`src/rtl/ntx_pkg.sv`:
```
package ntx_pkg;
  typedef enum logic {
    TX_IDLE = 1'b0,
    TX_SEND = 1'b1
  } tx_state_e;
endpackage

```
`src/rtl/ntx_baud_div.sv`:
```
module ntx_baud_div #(
  parameter int OSR = 16
) (
  input  logic clk,
  input  logic rst_n,
  input  logic tick_en,
  output logic roll
);
  localparam int CNT_W = (OSR > 1) ? $clog2(OSR) : 1;
  localparam logic [CNT_W-1:0] CNT_MAX = CNT_W'(OSR - 1);

  logic [CNT_W-1:0] cnt_q, cnt_d;

  always_comb begin
    cnt_d = cnt_q;
    if (tick_en) begin
      if (cnt_q == CNT_MAX) cnt_d = '0;
      else                  cnt_d = cnt_q + 1'b1;
    end
  end

  always_ff @(posedge clk or negedge rst_n) begin
    if (!rst_n) cnt_q <= '0;
    else        cnt_q <= cnt_d;
  end

  assign roll = tick_en && (cnt_q == CNT_MAX);

  // the counter only moves on enabled ticks
  a_r4_pause_no_tick: assert property (@(posedge clk) disable iff (!rst_n)
    !tick_en |=> $stable(cnt_q));
endmodule

```
`src/rtl/ntx_shifter.sv`:
```
module ntx_shifter #(
  parameter int DATA_W = 8
) (
  input  logic              clk,
  input  logic              rst_n,
  input  logic              load,
  input  logic              shift,
  input  logic [DATA_W-1:0] data,
  input  logic              bit9,
  output logic              line,
  output logic              last_pat
);
  localparam int FRAME_W = DATA_W + 3;
  localparam logic [FRAME_W-1:0] ONLY_STOP = FRAME_W'(1);

  logic [FRAME_W-1:0] sreg_q, sreg_d;
  logic               line_q, line_d;

  always_comb begin
    sreg_d = sreg_q;
    line_d = line_q;
    if (load) begin
      sreg_d = {1'b1, bit9, data, 1'b0};
    end else if (shift) begin
      line_d = sreg_q[0];
      sreg_d = {1'b0, sreg_q[FRAME_W-1:1]};
    end
  end

  always_ff @(posedge clk or negedge rst_n) begin
    if (!rst_n) begin
      sreg_q <= '0;
      line_q <= 1'b1;
    end else begin
      sreg_q <= sreg_d;
      line_q <= line_d;
    end
  end

  assign line     = line_q;
  assign last_pat = (sreg_q == ONLY_STOP);

  // every shift brings a zero in at the far end
  a_r3_zero_fill: assert property (@(posedge clk) disable iff (!rst_n)
    shift |=> (sreg_q[FRAME_W-1] == 1'b0));
  // the frame is frozen between shifts
  a_r9_frame_frozen: assert property (@(posedge clk) disable iff (!rst_n)
    (!load && !shift) |=> $stable(sreg_q));
endmodule

```
`src/rtl/ntx_ctrl.sv`:
```
module ntx_ctrl #(
  parameter int DATA_W = 8
) (
  input  logic clk,
  input  logic rst_n,
  input  logic wr,
  input  logic clr,
  input  logic roll,
  input  logic last_pat,
  output logic load,
  output logic shift,
  output logic busy,
  output logic flag
);
  import ntx_pkg::*;
  localparam int FRAME_W = DATA_W + 3;
  localparam int RC_W    = $clog2(FRAME_W + 1);

  tx_state_e state_q, state_d;
  logic      flag_q, flag_d;
  logic      finish;

  assign load   = wr && (state_q == TX_IDLE);
  assign shift  = roll && (state_q == TX_SEND);
  assign finish = shift && last_pat;

  always_comb begin
    state_d = state_q;
    if (load)        state_d = TX_SEND;
    else if (finish) state_d = TX_IDLE;
  end

  always_comb begin
    flag_d = flag_q;
    if (finish)   flag_d = 1'b1;
    else if (clr) flag_d = 1'b0;
  end

  always_ff @(posedge clk or negedge rst_n) begin
    if (!rst_n) begin
      state_q <= TX_IDLE;
      flag_q  <= 1'b0;
    end else begin
      state_q <= state_d;
      flag_q  <= flag_d;
    end
  end

  assign busy = (state_q == TX_SEND);
  assign flag = flag_q;

  // checker: shifts since the accepted write
  logic [RC_W-1:0] rolls_q;
  always_ff @(posedge clk or negedge rst_n) begin
    if (!rst_n)     rolls_q <= '0;
    else if (load)  rolls_q <= '0;
    else if (shift) rolls_q <= rolls_q + 1'b1;
  end

  // the end pattern appears on the 11th rollover
  a_r5_eleventh_roll: assert property (@(posedge clk) disable iff (!rst_n)
    finish |-> (rolls_q == RC_W'(FRAME_W - 1)));
  // the flag rises only as busy falls
  a_r5_flag_with_end: assert property (@(posedge clk) disable iff (!rst_n)
    $rose(flag_q) |-> $fell(busy));
  // the flag is sticky until cleared
  a_r6_flag_sticky: assert property (@(posedge clk) disable iff (!rst_n)
    (flag_q && !clr) |=> flag_q);
endmodule

```
`src/rtl/ninebit_tx.sv`:
```
module ninebit_tx #(
  parameter int DATA_W = 8,
  parameter int OSR    = 16
) (
  input  logic              clk,
  input  logic              rst_n,
  input  logic              tick16,
  input  logic              wr_stb,
  input  logic [DATA_W-1:0] wr_data,
  input  logic              bit9_in,
  input  logic              flag_clr,
  output logic              txd,
  output logic              busy,
  output logic              done_flag
);
  logic rst_meta_q, rst_sync_q;
  logic roll, load, shift, last_pat;

  always_ff @(posedge clk or negedge rst_n) begin
    if (!rst_n) begin
      rst_meta_q <= 1'b0;
      rst_sync_q <= 1'b0;
    end else begin
      rst_meta_q <= 1'b1;
      rst_sync_q <= rst_meta_q;
    end
  end

  ntx_baud_div #(.OSR(OSR)) i_div (
    .clk(clk), .rst_n(rst_sync_q), .tick_en(tick16), .roll(roll)
  );

  ntx_ctrl #(.DATA_W(DATA_W)) i_ctrl (
    .clk(clk), .rst_n(rst_sync_q), .wr(wr_stb), .clr(flag_clr),
    .roll(roll), .last_pat(last_pat), .load(load), .shift(shift),
    .busy(busy), .flag(done_flag)
  );

  ntx_shifter #(.DATA_W(DATA_W)) i_shift (
    .clk(clk), .rst_n(rst_sync_q), .load(load), .shift(shift),
    .data(wr_data), .bit9(bit9_in), .line(txd), .last_pat(last_pat)
  );

  // idle line is high
  a_r8_idle_high: assert property (@(posedge clk) disable iff (!rst_sync_q)
    !busy |-> txd);
  // the line only moves on a rollover
  a_r3_moves_on_roll: assert property (@(posedge clk) disable iff (!rst_sync_q)
    !roll |=> $stable(txd));
endmodule

```
`config.mk`:
```
export PLATFORM = sky130hd
export DESIGN_NAME = ninebit_tx
export DESIGN_NICKNAME = d
export VERILOG_FILES = /design/src/rtl/ntx_pkg.sv /design/src/rtl/ntx_baud_div.sv /design/src/rtl/ntx_shifter.sv /design/src/rtl/ntx_ctrl.sv /design/src/rtl/ninebit_tx.sv
export SDC_FILE = /design/constraint.sdc
export NUM_CORES = 1
export LEC_CHECK = 0
export ABC_AREA = 1
export BUFFER_PORTS_ARGS = -buffer_cell sky130_fd_sc_hd__buf_4
export CAP_MARGIN = 10
export CORE_MARGIN = 2
export CORE_UTILIZATION = 35
export CTS_BUF_LIST = sky130_fd_sc_hd__clkbuf_8
export DETAILED_ROUTE_END_ITERATION = 7
export PLACE_DENSITY_LB_ADDON = 0.25
export SLEW_MARGIN = 5
export SYNTH_ARGS = -nofsm -noshare
export SYNTH_HDL_FRONTEND = slang
export SYNTH_SLANG_ARGS = --single-unit
```
`constraint.sdc`:
```
create_clock -name clk -period 0.89 [get_ports clk]
set_input_delay 0.1335 -clock clk [delete_from_list [all_inputs] [get_ports clk]]
set_output_delay 0.1335 -clock clk [all_outputs]
set_load 0.05 [all_outputs]
```
-- Word level (Yosys, flattened, before mapping)
Cells that the tools add are included.
- add/sub/neg operators: 1
- equal/unequal tests: 2
- mux-type cells: 7
- bitwise operators: 2
- reduce and logical (&&, ||, !) cells: 8
- operator list (cell ; count):
    two-way mux 11 bit ; 2
    == test 11 x 1 -> 1 bit (second input constant) ; 1
    nonzero test 2 bit ; 3
    adder 4 x 1 -> 4 bit (second input constant) ; 1
    == test 4 bit (second input constant) ; 1
    logical AND 1 bit ; 4
    two-way mux 1 bit ; 4
    two-way mux 4 bit ; 1
    NOT 1 bit ; 2
    AND reduction 2 bit ; 1
- register bits after elaboration: 20
- input bits: 14
- output and inout bits: 3
- word-level logic and storage cells: 27

-- Depth between registers and ports, before layout
Gate-level depths: netlist of the first run.
- depth in word-level cells: 6
- mapped depth: 7
- mapped depth without buffers: 7

-- Cells and area by module
From an unflattened synthesis of the first run, not the netlist that was laid out.
- cell total of the unflattened synthesis: 110
- area, all modules: 970.9 um^2
- modules (own cells, without submodules) (module ; times used ; cells an instance ; area an instance (um^2) ; sequential area each (um^2)):
    ntx_shifter ; 1 ; 69 ; 624.3 ; 301.5
    ntx_baud_div ; 1 ; 25 ; 198.9 ; 100.1
    ntx_ctrl ; 1 ; 13 ; 93.8 ; 50.0
    ninebit_tx ; 1 ; 3 ; 53.8 ; 50.0

-- Worst setup path after synthesis of the first run
Ideal clock, no wire load.
- path type: reg2reg
- from: reg i_ctrl.state_q (netlist: i_ctrl.busy)
- to: reg i_shift.line_q (netlist: i_shift.line)
- setup time: 0.068 ns
- arrival time: 1.324 ns
- required time: 0.822 ns
- setup slack: -0.502 ns
- cell stages (with the launch flop): 6
- buffers on the path: 1
- period minus slack after synthesis: 1.392 ns
- cell sequence: dfrtp_1 nand2_1 nor2_8 buf_6 nor2_2 a21oi_2
- longest elaborated chain between the ends: 4
- elaborated cells on any way between the ends: 5
- classes of those cells: bitwise: 2; reduce/logical: 3
- RTL lines (element ; line ; text):
    start, declared ; ntx_ctrl.sv:19 ; tx_state_e state_q, state_d;
    start signal, assigned ; ntx_ctrl.sv:44 ; state_q <= state_d;
    NOT 1 bit ; ntx_ctrl.sv:23 ; assign load = wr && (state_q == TX_IDLE);
    logical AND 1 bit ; ntx_ctrl.sv:23 ;
    NOT 1 bit (no source line) ; - ;
    AND reduction 2 bit (no source line) (*) ; - ;
    end signal, assigned ; ntx_shifter.sv:36 ; line_q <= line_d;
    end, declared ; ntx_shifter.sv:17 ; logic line_q, line_d;
Every way passes the cells marked *; elsewhere a longest branch is shown, timed or not.
A chain may end at the register's enable or synchronous reset.

-- Final worst setup path of the first run
- from: reg i_div.cnt_q[0]
- to: reg i_div.cnt_q[3]
- longest elaborated chain between the ends: 2
- elaborated cells on any way between the ends: 3
- classes of those cells: add/sub: 1; eq/ne: 1; mux: 1
- RTL lines (element ; line ; text):
    start, declared ; ntx_baud_div.sv:12 ; logic [CNT_W-1:0] cnt_q, cnt_d;
    start signal, assigned ; ntx_baud_div.sv:24 ; else cnt_q <= cnt_d;
    adder 4 x 1 -> 4 bit / == test 4 bit (equally long branches) ; ntx_baud_div.sv:18, ntx_baud_div.sv:17 ;
    two-way mux 4 bit (*) ; ntx_baud_div.sv:17 ; if (cnt_q == CNT_MAX) cnt_d = '0;
Marks and branches as above.

==> summary.md, run 1 <==
| Metric | Value |
|---|---|
| Worst-path fanout max | `2` |
| Sink Count | `20` |
| Detailed Place HPWL | `approximately 1.6 mm` |
| Initial antenna violation count | `0` |
| CP arrival | `between 1 and 1.5 ns` |
| RD Place Congestion | `0.750` |
| Final wirelength | `2.19 mm` |
| Finished Layout Cells | `between 150 and 200` |
| Hold EP | `i_ctrl.flag` |
| Core area | `2480 um^2` |
| RSZ-0062 raised after global routing | `true` |
| Vias in the first global route | `between 700 and 800` |
| CP Capture Type | `flip-flop` |
| R2R Path End | `i_div.cnt_q[3]` |
| Sequential area share after synthesis | `54.9%` |
| Post-Synth XOR/XNOR Area | `0%` |
| Failing checks | `negative setup slack` |
| Multi-input gate area | `approximately 460 um^2` |
| Area of the mapped netlist | `roughly 910 um^2` |
| Drt first pass iters | `2` |
| PD cells | `between 2000 and 3000 nW/um^2` |
| Largest net degree at the start of global routing | `13` |
| Max Buffers Root-to-Sink | `2` |
| Max Cap Viol | `0` |
| Final routed DRC violation total | `0` |
| Die width | `approximately 55 um` |
| Post-DR wirelength/cell | `~12 um` |
| Die Span Y | `between 50 and 60 um` |
| I/O pin cnt | `17` |
| Simple logic cell fraction of the synthesized area | `approximately 28%` |
| Synth Register Bits | `20` |
| GRT Resource Usage Total | `16.2%` |
| Yosys warns | `0` |
| Layout Nets | `167` |
| Final Hold Viols | `0` |
| FF-to-FF path depth | `7` |
| Worst-path clk slew | `roughly 0.070 ns` |
| Post-synthesis cell count | `between 100 and 150` |
| Synth Area in Compound Gates | `10.0%` |
| Worst r2r src | `i_div.cnt_q[0]` |
| Die ar. | `3030 um^2` |
| Worst Setup Start Kind | `flip-flop` |
| Rows | `18` |
| VDD IR max | `~2.2 mV` |
| Post-DR vias/cell | `4.56` |
| Setup violations, final | `20` |
| Post-route minimum period | `~1.2 ns` |
| Worst hold-check path type | `primary input to flip-flop` |
| CTS tree | `yes` |
| Mux contribution to synthesized area | `0%` |
| Mapped Nets | `approximately 120` |
| Storage cell area | `just over 500 um^2` |
| Post-Place Cells | `~170` |
| Ant diodes | `0` |
| R2R Setup Slk | `-0.35 ns` |
| Area grow syn2layout | `64.7%` |
| 1st-iter DRT viols | `6` |
| Min-delay src | `flag_clr` |
| Clock latency at the later pin of the worst-skew pair | `0.26 ns` |
| CTS buffer count | `3` |
| H-Tree Depth | `1` |
| Final Util | `around three fifths` |
| Leakage power | `around 0.76 nW` |
| Outcome | `finished with violations` |
| Starting Density | `36.9%` |
| Clk_skew | `roughly 0.0037 ns` |
| Setup CP Type | `flip-flop to flip-flop` |
| Adder-cell share of the synthesized area | `between 1 and 1.5%` |
| Avg Synthesized Cell Area | `8.95 um^2` |
| Global-route wire length before repair | `around 3.4 mm` |
| Slew Limit Fails | `0` |
| Fillers | `214` |
| Layout cells sized above 1 | `between 50% and 60%` |
| Final period util | `140%` |
| Root buffer cell | `clkbuf_8` |
| # port buffers | `16` |
| Critical Path RT | `about 1 ns` |
| PnR worst setup slack | `-0.354 ns` |
| Main combinational cell family by area after synthesis | `simple AND/OR/NAND/NOR gates` |
| Gr ovfl total | `0` |
| Hold Path Cell Cnt | `2` |
| Detail Route Antenna Nets | `0` |
| Maximum clock frequency | `between 800 and 900 MHz` |
| Synth cell types | `21` |
| Via Count | `~830` |
[state kept, by name (all words and copies together), names as in the netlist]
name / cells
i_ctrl.busy: 1
rst_sync_q: 1
i_shift.sreg_q: 11
i_shift.line: 1
i_ctrl.flag: 1
i_div.cnt_q: 4
rst_meta_q: 1
[layer usage]
| layer | wire (um) | GRT usage, % | part of all wire, % |
|---|---|---|---|
| met4 | 37 | 6.10 | 1.7 |
| met5 | 0 | 0 | 0 |
| met3 | 62 | 2.69 | 2.8 |
| met2 | 1120 | 25.6 | 51 |
| met1 | 977 | 22.1 | 45 |
[per-stage QoR]
step	power (mW)	setup slack (ns)	TNS [ns]	cell area, um^2	hold slack (ns)
after floorplan	2.26	-0.256	-3.36	946	-0.162
after CTS	4.11	-0.309	-4.89	1450	0.0398
after detailed placement	2.98	-0.308	-3.85	1290	-0.0820
after global placement	2.93	-0.271	-3.54	1290	-0.0843
final	4.27	-0.354	-5.59	1500	0.0480
after global routing	4.58	-0.421	-6.85	1500	0.0436
[kinds of logic (layout without fill, tap and decap cells)]
kind of cell               after synthesis  count (layout)
and+or+nand+nor                         55              55
DFF                                     20              20
AOI/OAI and AO/OA                       14              14
buffers and inverters                   11              60
adders and majority gates                1               1
other                                    1               1
[how the worst max path moves through the flow]
stage / from / end / slack [ns] / cells past startpoint
finish: i_div.cnt_q[0] / i_div.cnt_q[3] / -0.35 / 7
global route: i_div.cnt_q[0] / i_shift.sreg_q[7] / -0.42 / 7
CTS: i_div.cnt_q[1] / i_shift.sreg_q[4] / -0.31 / 7
detailed placement: i_div.cnt_q[0] / i_shift.sreg_q[3] / -0.31 / 6
global placement: i_div.cnt_q[1] / i_shift.sreg_q[9] / -0.27 / 7
floorplan: i_ctrl.busy / i_shift.line / -0.26 / 5
[repair_timing]
| action | CTS | global route |
|---|---|---|
| hold endpoints to repair | 2 | 0 |
| gates resized for setup | 17 | 15 |
| hold buffers | 1 | 0 |
| pin swaps | 6 | 8 |
| setup endpoints to repair | 21 | 21 |
| buffers inserted | 4 | 2 |
[worst max-delay path: stages, from the launching register on]
cell     delay [ns]
dfrtp_1        0.40
ha_4           0.17
nand3_4        0.09
buf_4          0.15
buf_4          0.12
buf_6          0.10
nand2_1        0.05
o21ai_1        0.05
[power by group]
| part | switching (mW) | total, mW | internal [mW] |
|---|---|---|---|
| clock | 0.309 | 0.909 | 0.600 |
| combinational | 0.870 | 1.85 | 0.976 |
| sequential | 0.252 | 1.52 | 1.26 |
| total | 1.43 | 4.27 | 2.84 |
[Yosys cell counts]
cell     instances  area [um^2]
o21ai_1          2         10.0
dfstp_2          1         26.3
a22oi_1          7         52.6
buf_6            1         11.3
buf_2            1         5.00
o21ai_0          2         10.0
dfrtp_1         19          475
a21oi_2          1         8.76
nor2_4           1         11.3
inv_1            8         30.0
nand3_4          1         17.5
nor2_1           7         26.3
nand2_1         39          146
nand3_1          2         10.0
nor3_1           2         10.0
nor2_2           2         12.5
nor2_8           1         20.0
a21oi_1          2         10.0
inv_2            1         3.75
ha_1             1         12.5
conb_1           1         3.75
[final cells by class]
type | instances | share of cell area [%]
clock buffer | 3 | 2.75
clock inverter | 1 | 2.00
inverter | 9 | 2.25
multi-input combinational | 71 | 30.9
sequential | 20 | 33.4
tap | 30 | 2.50
timing repair buffer | 47 | 26.2
[cells in the final DEF, fill, tap and decap left out, types with 3 or more instances in the layout]
master,count
clkbuf_8,3
a22oi_2,4
inv_1,8
a22oi_1,3
nand2_2,12
nand2_1,25
a21oi_2,3
dfrtp_1,18
buf_6,5
nor2_1,7
buf_4,39
(Power assumes the default switching activity.)
==> run 2, diff against run 1 <==
--- a/config.mk
+++ b/config.mk
@@ -5,11 +5,10 @@
 export SDC_FILE = /design/constraint.sdc
 export NUM_CORES = 1
 export LEC_CHECK = 0
-export ABC_AREA = 1
 export BUFFER_PORTS_ARGS = -buffer_cell sky130_fd_sc_hd__buf_4
 export CAP_MARGIN = 10
 export CORE_MARGIN = 2
-export CORE_UTILIZATION = 35
+export CORE_UTILIZATION = 28
 export CTS_BUF_LIST = sky130_fd_sc_hd__clkbuf_8
 export DETAILED_ROUTE_END_ITERATION = 7
 export PLACE_DENSITY_LB_ADDON = 0.25
==> summary.md, run 2 <==
| Metric | Value |
|---|---|
| Outcome | `finished with violations` |
| Final Util | `47.4% (-13 points)` |
| CTS tree | `yes` |
| Clock latency at the later pin of the worst-skew pair | `0.26 ns (about the same)` |
| Die width | `60.7 um (+10%)` |
| Ant diodes | `0 (unchanged)` |
| Gr ovfl total | `0 (unchanged)` |
| Vias in the first global route | `791 (+0.51%)` |
| CP arrival | `1.50 ns (+0.11 ns)` |
| CP cell instances | `ha_4 > and4_4 > a21oi_4 > a221o_1` |
| Final routed DRC violation total | `0 (unchanged)` |
| Maximum clock frequency | `739 MHz (-8.1%)` |
| Detailed Place HPWL | `1.52 mm (-2.4%)` |
| Post-synthesis cell count | `75 (-26%)` |
| Largest net degree at the start of global routing | `12 (-1)` |
| Clk_skew | `0.00627 ns (+0.00262 ns)` |
| Final Hold Viols | `0 (unchanged)` |
| Worst path max stage delay | `0.39 ns (about the same)` |
| Post-DR vias/cell | `4.92 (+7.9%)` |
| Synth top area share | `52.9% (+0.80 points)` |
| Via Count | `802 (-2.8%)` |
| Biggest regs | `i_shift.sreg_q: 11 flops, i_div.cnt_q: 4 flops` |
| Area grow syn2layout | `60.8%` |
| Synth Flop Type | `dfrtp_1` |
| Worst-path fanout max | `7 (+5)` |
| Worst path slowest cell | `dfrtp_1` |
| Storage cell area | `503 um^2 (unchanged)` |
| Worst hold-check path type | `primary input to flip-flop` |
| Worst-path clk slew | `0.08 ns (about the same)` |
| Global-route wire length before repair | `3.69 mm (+7.4%)` |
| 1st-iter DRT viols | `10 (+4)` |
| Root buffer cell | `clkbuf_8` |
| Worst Setup Start Kind | `flip-flop` |
| Top-count cell post-synth | `dfrtp_1` |
| Dpl ws | `-0.494 ns (-0.187 ns)` |
| # port buffers | `16 (unchanged)` |
| VDD IR max | `1.12 mV (-49%)` |
| Critical Path RT | `1.03 ns (about the same)` |
| Failing checks | `negative setup slack` |
| PnR worst setup slack | `-0.463 ns (-0.109 ns)` |
| Min-delay src | `wr_data[6]` |
| Worst Setup SP | `i_div.cnt_q[1]` |
| Setup CP Type | `flip-flop to flip-flop` |
| Layout Nets | `135 (-19%)` |
| Max Buffers Root-to-Sink | `2 (unchanged)` |
| Synth Register Bits | `20 (unchanged)` |
| Setup violations, final | `21 (+5.0%)` |
| Detail Route Antenna Nets | `0 (unchanged)` |
| Post-synth ARST share | `100% (unchanged)` |
| GRT Resource Usage Total | `14.0% (-2.2 points)` |
| Fillers | `303 (+42%)` |
| Die Span Y | `60.7 um (+10%)` |
| Area of the mapped netlist | `900 um^2 (-1.5%)` |
| Synth cell types | `32 (+52%)` |
| PD cells | `2570 nW/um^2 (-9.6%)` |
| Core area | `3050 um^2 (+23%)` |
| Most frequent cells in the layout | `buf_4, dfrtp_1, and3_1, a221o_1, clkbuf_8` |
| Worst r2r src | `i_div.cnt_q[1]` |
| Initial antenna violation count | `0 (unchanged)` |
| Final wirelength | `2.25 mm (+2.5%)` |
| Finished Layout Cells | `163 (-9.9%)` |
| Rows | `20 (+2)` |
| Post-Place Cells | `154 (-10%)` |
| Mapped Nets | `90 (-23%)` |
| Sink Count | `20 (unchanged)` |
| Overall power | `3.71 mW (-13%)` |
| Yosys warns | `0 (unchanged)` |
| Commonest non-fill, non-tap cell in the layout | `buf_4` |
| Drt first pass iters | `4 (+2)` |
| Post-route minimum period | `1.35 ns (+0.109 ns)` |
| CP Capture Type | `flip-flop` |
| Post-DR wirelength/cell | `13.8 um (+14%)` |
| Top cells by count, synth | `dfrtp_1, a221o_1, and3_1` |
| Synth top area cells | `dfrtp_1, a221o_1, and3_1` |
| Leakage power | `0.702 nW (-7.2%)` |
| Multi-input gate area | `460 um^2 (-0.81%)` |
| Sequential area share after synthesis | `55.8% (+0.84 points)` |
| Max reg flops | `11 (unchanged)` |
| RD Place Congestion | `0.743 (-0.95%)` |
| Final period util | `152% (+12 points)` |
| Biggest register | `i_shift.sreg_q` |
| Yosys top cell by area | `dfrtp_1` |
| H-Tree Depth | `1 (unchanged)` |
| CTS buffer count | `3 (unchanged)` |
| Die ar. | `3680 um^2 (+21%)` |
| I/O pin cnt | `17 (unchanged)` |
| Max Cap Viol | `0 (unchanged)` |
| Layout cells sized above 1 | `52.9% (-2.0 points)` |
| Avg Synthesized Cell Area | `12.0 um^2 (+34%)` |
| Slew Limit Fails | `0 (unchanged)` |
| Starting Density | `29.5% (-7.4 points)` |
| RSZ-0062 raised after global routing | `true` |
| Number of synthesized flops with an enable pin | `0 (unchanged)` |
## run 2: report_power, final
group | switching, mW | total, mW | leakage (nW) | internal [mW]
logic | 0.559 | 1.50 | 0.428 | 0.940
clock network | 0.298 | 0.691 | 0.0288 | 0.394
registers | 0.269 | 1.52 | 0.245 | 1.25
total | 1.13 | 3.71 | 0.702 | 2.59
## run 2: timing repair
item,4_1_cts,5_1_grt
hold buffers,1,0
pin swaps,4,4
hold endpoints to repair,2,0
setup endpoints to repair,21,21
gates cloned,2,0
gates resized for setup,15,6
setup buffers,3,0
## run 2: layout make-up
type | instances | share of cell area [%]
inverters | 1 | 0.260
repair buffers | 42 | 25.5
flip-flops and latches | 20 | 34.8
clock buffers | 4 | 3.81
well taps | 44 | 3.81
multi-input cells | 52 | 31.8
## run 2: cell families (layout without fill, tap and decap cells)
kind of cell               Yosys count  in the layout  synth area share [%]
muxes                                2              2                  2.50
other                                1              1                 0.417
DFF                                 20             20                  55.8
xor gates and xnor gates             1              1                 0.974
and+or+nand+nor                     29             30                  20.2
adders and majority gates            1              1                  1.39
AOI/OAI and AO/OA                   17             17                  15.9
buffers and inverters                4             47                  2.92
## run 2: through the flow
step / instance area, um^2 / hold slack [ns] / setup TNS, ns
final: 1450 / 0.0970 / -6.75
after global routing: 1450 / 0.0962 / -7.85
after global placement: 1230 / -0.0833 / -5.99
after CTS: 1410 / 0.0956 / -6.72
after detailed placement: 1230 / -0.0819 / -6.44
after floorplan: 913 / -0.162 / -6.24
## run 2: worst max-delay path: cells and delay by family, from the launching register on
family          cells  cell delay, ns
compound gates      2            0.41
fa+ha+maj           1            0.16
simple gates        1            0.28
flops               1            0.39
## run 2: path summary, 6_finish.rpt
| path | slack, ns | to | cells past startpoint |
|---|---|---|---|
| max in group asynchronous | 0.48 | i_shift.line | 1 |
| worst max-delay path | -0.46 | i_shift.sreg_q[5] | 4 |
| worst min register to register | 0.16 | i_shift.sreg_q[1] | 1 |
| worst min-delay path | 0.1 | i_shift.sreg_q[7] | 2 |
| worst max register to register | -0.46 | i_shift.sreg_q[5] | 4 |
| min in group asynchronous | 0.16 | i_shift.sreg_q[1] | 1 |
## run 2: layer usage
layer	global-route usage, %	routed length (um)
met5	0	0
met4	2.80	0
met3	5.12	148
met2	23.8	1140
met1	17.0	958
==> run 3, diff against run 2 <==
--- a/config.mk
+++ b/config.mk
@@ -7,7 +7,6 @@
 export LEC_CHECK = 0
 export BUFFER_PORTS_ARGS = -buffer_cell sky130_fd_sc_hd__buf_4
 export CAP_MARGIN = 10
-export CORE_MARGIN = 2
 export CORE_UTILIZATION = 28
 export CTS_BUF_LIST = sky130_fd_sc_hd__clkbuf_8
 export DETAILED_ROUTE_END_ITERATION = 7
==> summary.md, run 3 (same netlist as run 2, synthesis figures left out) <==
| Metric | Value |
|---|---|
| Clk_skew | `0.00241 ns (-0.00386 ns)` |
| Core area | `3050 um^2 (unchanged)` |
| Final Hold Viols | `0 (unchanged)` |
| Most frequent cells in the layout | `buf_4, dfrtp_1, and3_1, a221o_1, clkbuf_8` |
| Detailed Place HPWL | `1.49 mm (-1.8%)` |
| Via Count | `793 (-1.1%)` |
| GRT Resource Usage Total | `14.8% (+0.80 points)` |
| Layout Nets | `135 (unchanged)` |
| PD cells | `2550 nW/um^2 (-0.54%)` |
| Post-route minimum period | `1.37 ns (+0.0121 ns)` |
| Finished Layout Cells | `163 (unchanged)` |
| Sink Count | `20 (unchanged)` |
| Failing checks | `negative setup slack` |
| Worst path max stage delay | `0.40 ns (about the same)` |
| Post-DR wirelength/cell | `13.8 um (about the same)` |
| Layout cells sized above 1 | `55.5% (+2.5 points)` |
| # port buffers | `16 (unchanged)` |
| Maximum clock frequency | `732 MHz (-0.88%)` |
| CP arrival | `1.52 ns (+0.02 ns)` |
| PnR worst setup slack | `-0.476 ns (-0.0121 ns)` |
| Crit path depth | `4 (unchanged)` |
| CTS buffer count | `3 (unchanged)` |
| Final wirelength | `2.25 mm (about the same)` |
| Global-route wire length before repair | `3.62 mm (-1.9%)` |
| CP cell instances | `ha_4 > and4_4 > nand2_4 > a221o_2` |
| Die ar. | `3440 um^2 (-6.5%)` |
| Starting Density | `29.5% (unchanged)` |
| Critical Path RT | `1.04 ns (about the same)` |
| Commonest non-fill, non-tap cell in the layout | `buf_4` |
| Vias in the first global route | `777 (-1.8%)` |
| Overall power | `3.69 mW (-0.63%)` |
| VDD IR max | `1.12 mV (+0.51%)` |
| Multi-input gate area | `459 um^2 (-0.27%)` |
| Worst path bufs/invs | `0 (unchanged)` |
| Setup violations, final | `21 (unchanged)` |
| RD Place Congestion | `0.791 (+6.5%)` |
| Final Cell Area | `1450 um^2 (about the same)` |
| Area grow syn2layout | `60.6% (about the same)` |
| Critical Path End | `i_shift.sreg_q[6]` |
| Storage cell area | `503 um^2 (unchanged)` |
| CP delay by family, top | `flip-flops` |
| FF-to-FF path depth | `4 (unchanged)` |
| R2R Path End | `i_shift.sreg_q[6]` |
| Final routed DRC violation total | `0 (unchanged)` |
| Max reg flops | `11 (unchanged)` |
| Setup CP Type | `flip-flop to flip-flop` |
| Gr ovfl total | `0 (unchanged)` |
| Biggest register | `i_shift.sreg_q` |
| Biggest regs | `i_shift.sreg_q: 11 flops, i_div.cnt_q: 4 flops` |
| Slew Limit Fails | `0 (unchanged)` |
| Worst Setup SP | `i_div.cnt_q[1]` |
| Worst r2r src | `i_div.cnt_q[1]` |
| Area after DPL | `1250 um^2 (+1.2%)` |
| Initial antenna violation count | `0 (unchanged)` |
| Post-Place Cells | `156 (+1.3%)` |
| Worst Setup Start Kind | `flip-flop` |
| Clock latency at the later pin of the worst-skew pair | `0.26 ns (about the same)` |
| Worst hold-check path type | `primary input to flip-flop` |
| Outcome | `finished with violations` |
| Drt first pass iters | `4 (unchanged)` |
| Ant diodes | `0 (unchanged)` |
| Worst-path fanout max | `7 (unchanged)` |
| RSZ-0062 raised after global routing | `true` |
| H-Tree Depth | `1 (unchanged)` |
| Die Span Y | `58.7 um (-3.3%)` |
| CTS tree | `yes` |
| CP Capture Type | `flip-flop` |
| Worst-path clk slew | `0.07 ns (about the same)` |
| Max Cap Viol | `0 (unchanged)` |
| I/O pin cnt | `17 (unchanged)` |
| Die width | `58.7 um (-3.3%)` |
| R2R Setup Slk | `-0.48 ns (about the same)` |
| Worst path slowest cell | `dfrtp_1` |
| Detail Route Antenna Nets | `0 (unchanged)` |
| Final period util | `153% (+1.4 points)` |
| Root buffer cell | `clkbuf_8` |
| Leakage power | `0.690 nW (-1.7%)` |
| 1st-iter DRT viols | `21 (+11)` |
| Rows | `20 (unchanged)` |
| Fillers | `293 (-3.3%)` |
| Largest net degree at the start of global routing | `12 (unchanged)` |
| Max Buffers Root-to-Sink | `2 (unchanged)` |
| Post-DR vias/cell | `4.87 (-1.1%)` |
## run 3: how the worst min path moves through the flow
stage	endpoint	slack (ns)	depth (start not counted)	start
floorplan	rst_meta_q	-0.16	0	rst_n
global placement	rst_meta_q	-0.08	1	rst_n
detailed placement	rst_sync_q	-0.08	1	rst_n
CTS	i_shift.sreg_q[6]	0.1	2	wr_data[5]
global route	i_shift.sreg_q[6]	0.1	2	wr_data[5]
finish	i_shift.sreg_q[6]	0.10	2	wr_data[5]
## run 3: timing repair
item | CTS | global route
hold buffers | 1 | 0
endpoints found under the hold margin | 2 | 0
buffers inserted | 1 | 0
resized for setup | 17 | 7
pin swaps | 5 | 9
gates cloned | 2 | 0
endpoints found under the setup margin | 21 | 21
## run 3: final cells by class
class                   instances  area share [%]
repair buffers                 42            25.5
well taps                      44            3.81
clock buffers                   4            3.81
multi-input cells              52            31.8
inverters                       1           0.260
flip-flops and latches         20            34.8
## run 3: layer usage
layer | track usage (%) | part of all wire (%) | up-vias
met1 | 19.1 | 43 | 390
met5 | 0 | 0 | -
met4 | 6.12 | 1.3 | 0
li1 | - | - | 375
met3 | 5.27 | 6.9 | 4
met2 | 22.5 | 48 | 24
## run 3: where the power goes
group          leakage [nW]  internal [mW]  total, mW  switching (mW)
combinational         0.417          0.927       1.49           0.560
sequential            0.245           1.25       1.51           0.252
clock                0.0288          0.394      0.698           0.304
total                 0.690           2.57       3.69            1.12
## run 3: per-stage QoR
stage	util, %	TNS (ns)	hold WS (ns)	setup WS (ns)
finish	47.3	-6.92	0.101	-0.476
global route	47.3	-7.76	0.0957	-0.516
CTS	46.8	-7.35	0.0995	-0.478
detailed placement	40.8	-6.55	-0.0837	-0.491
global placement	40.8	-6.13	-0.0836	-0.469
floorplan	-	-6.24	-0.162	-0.507
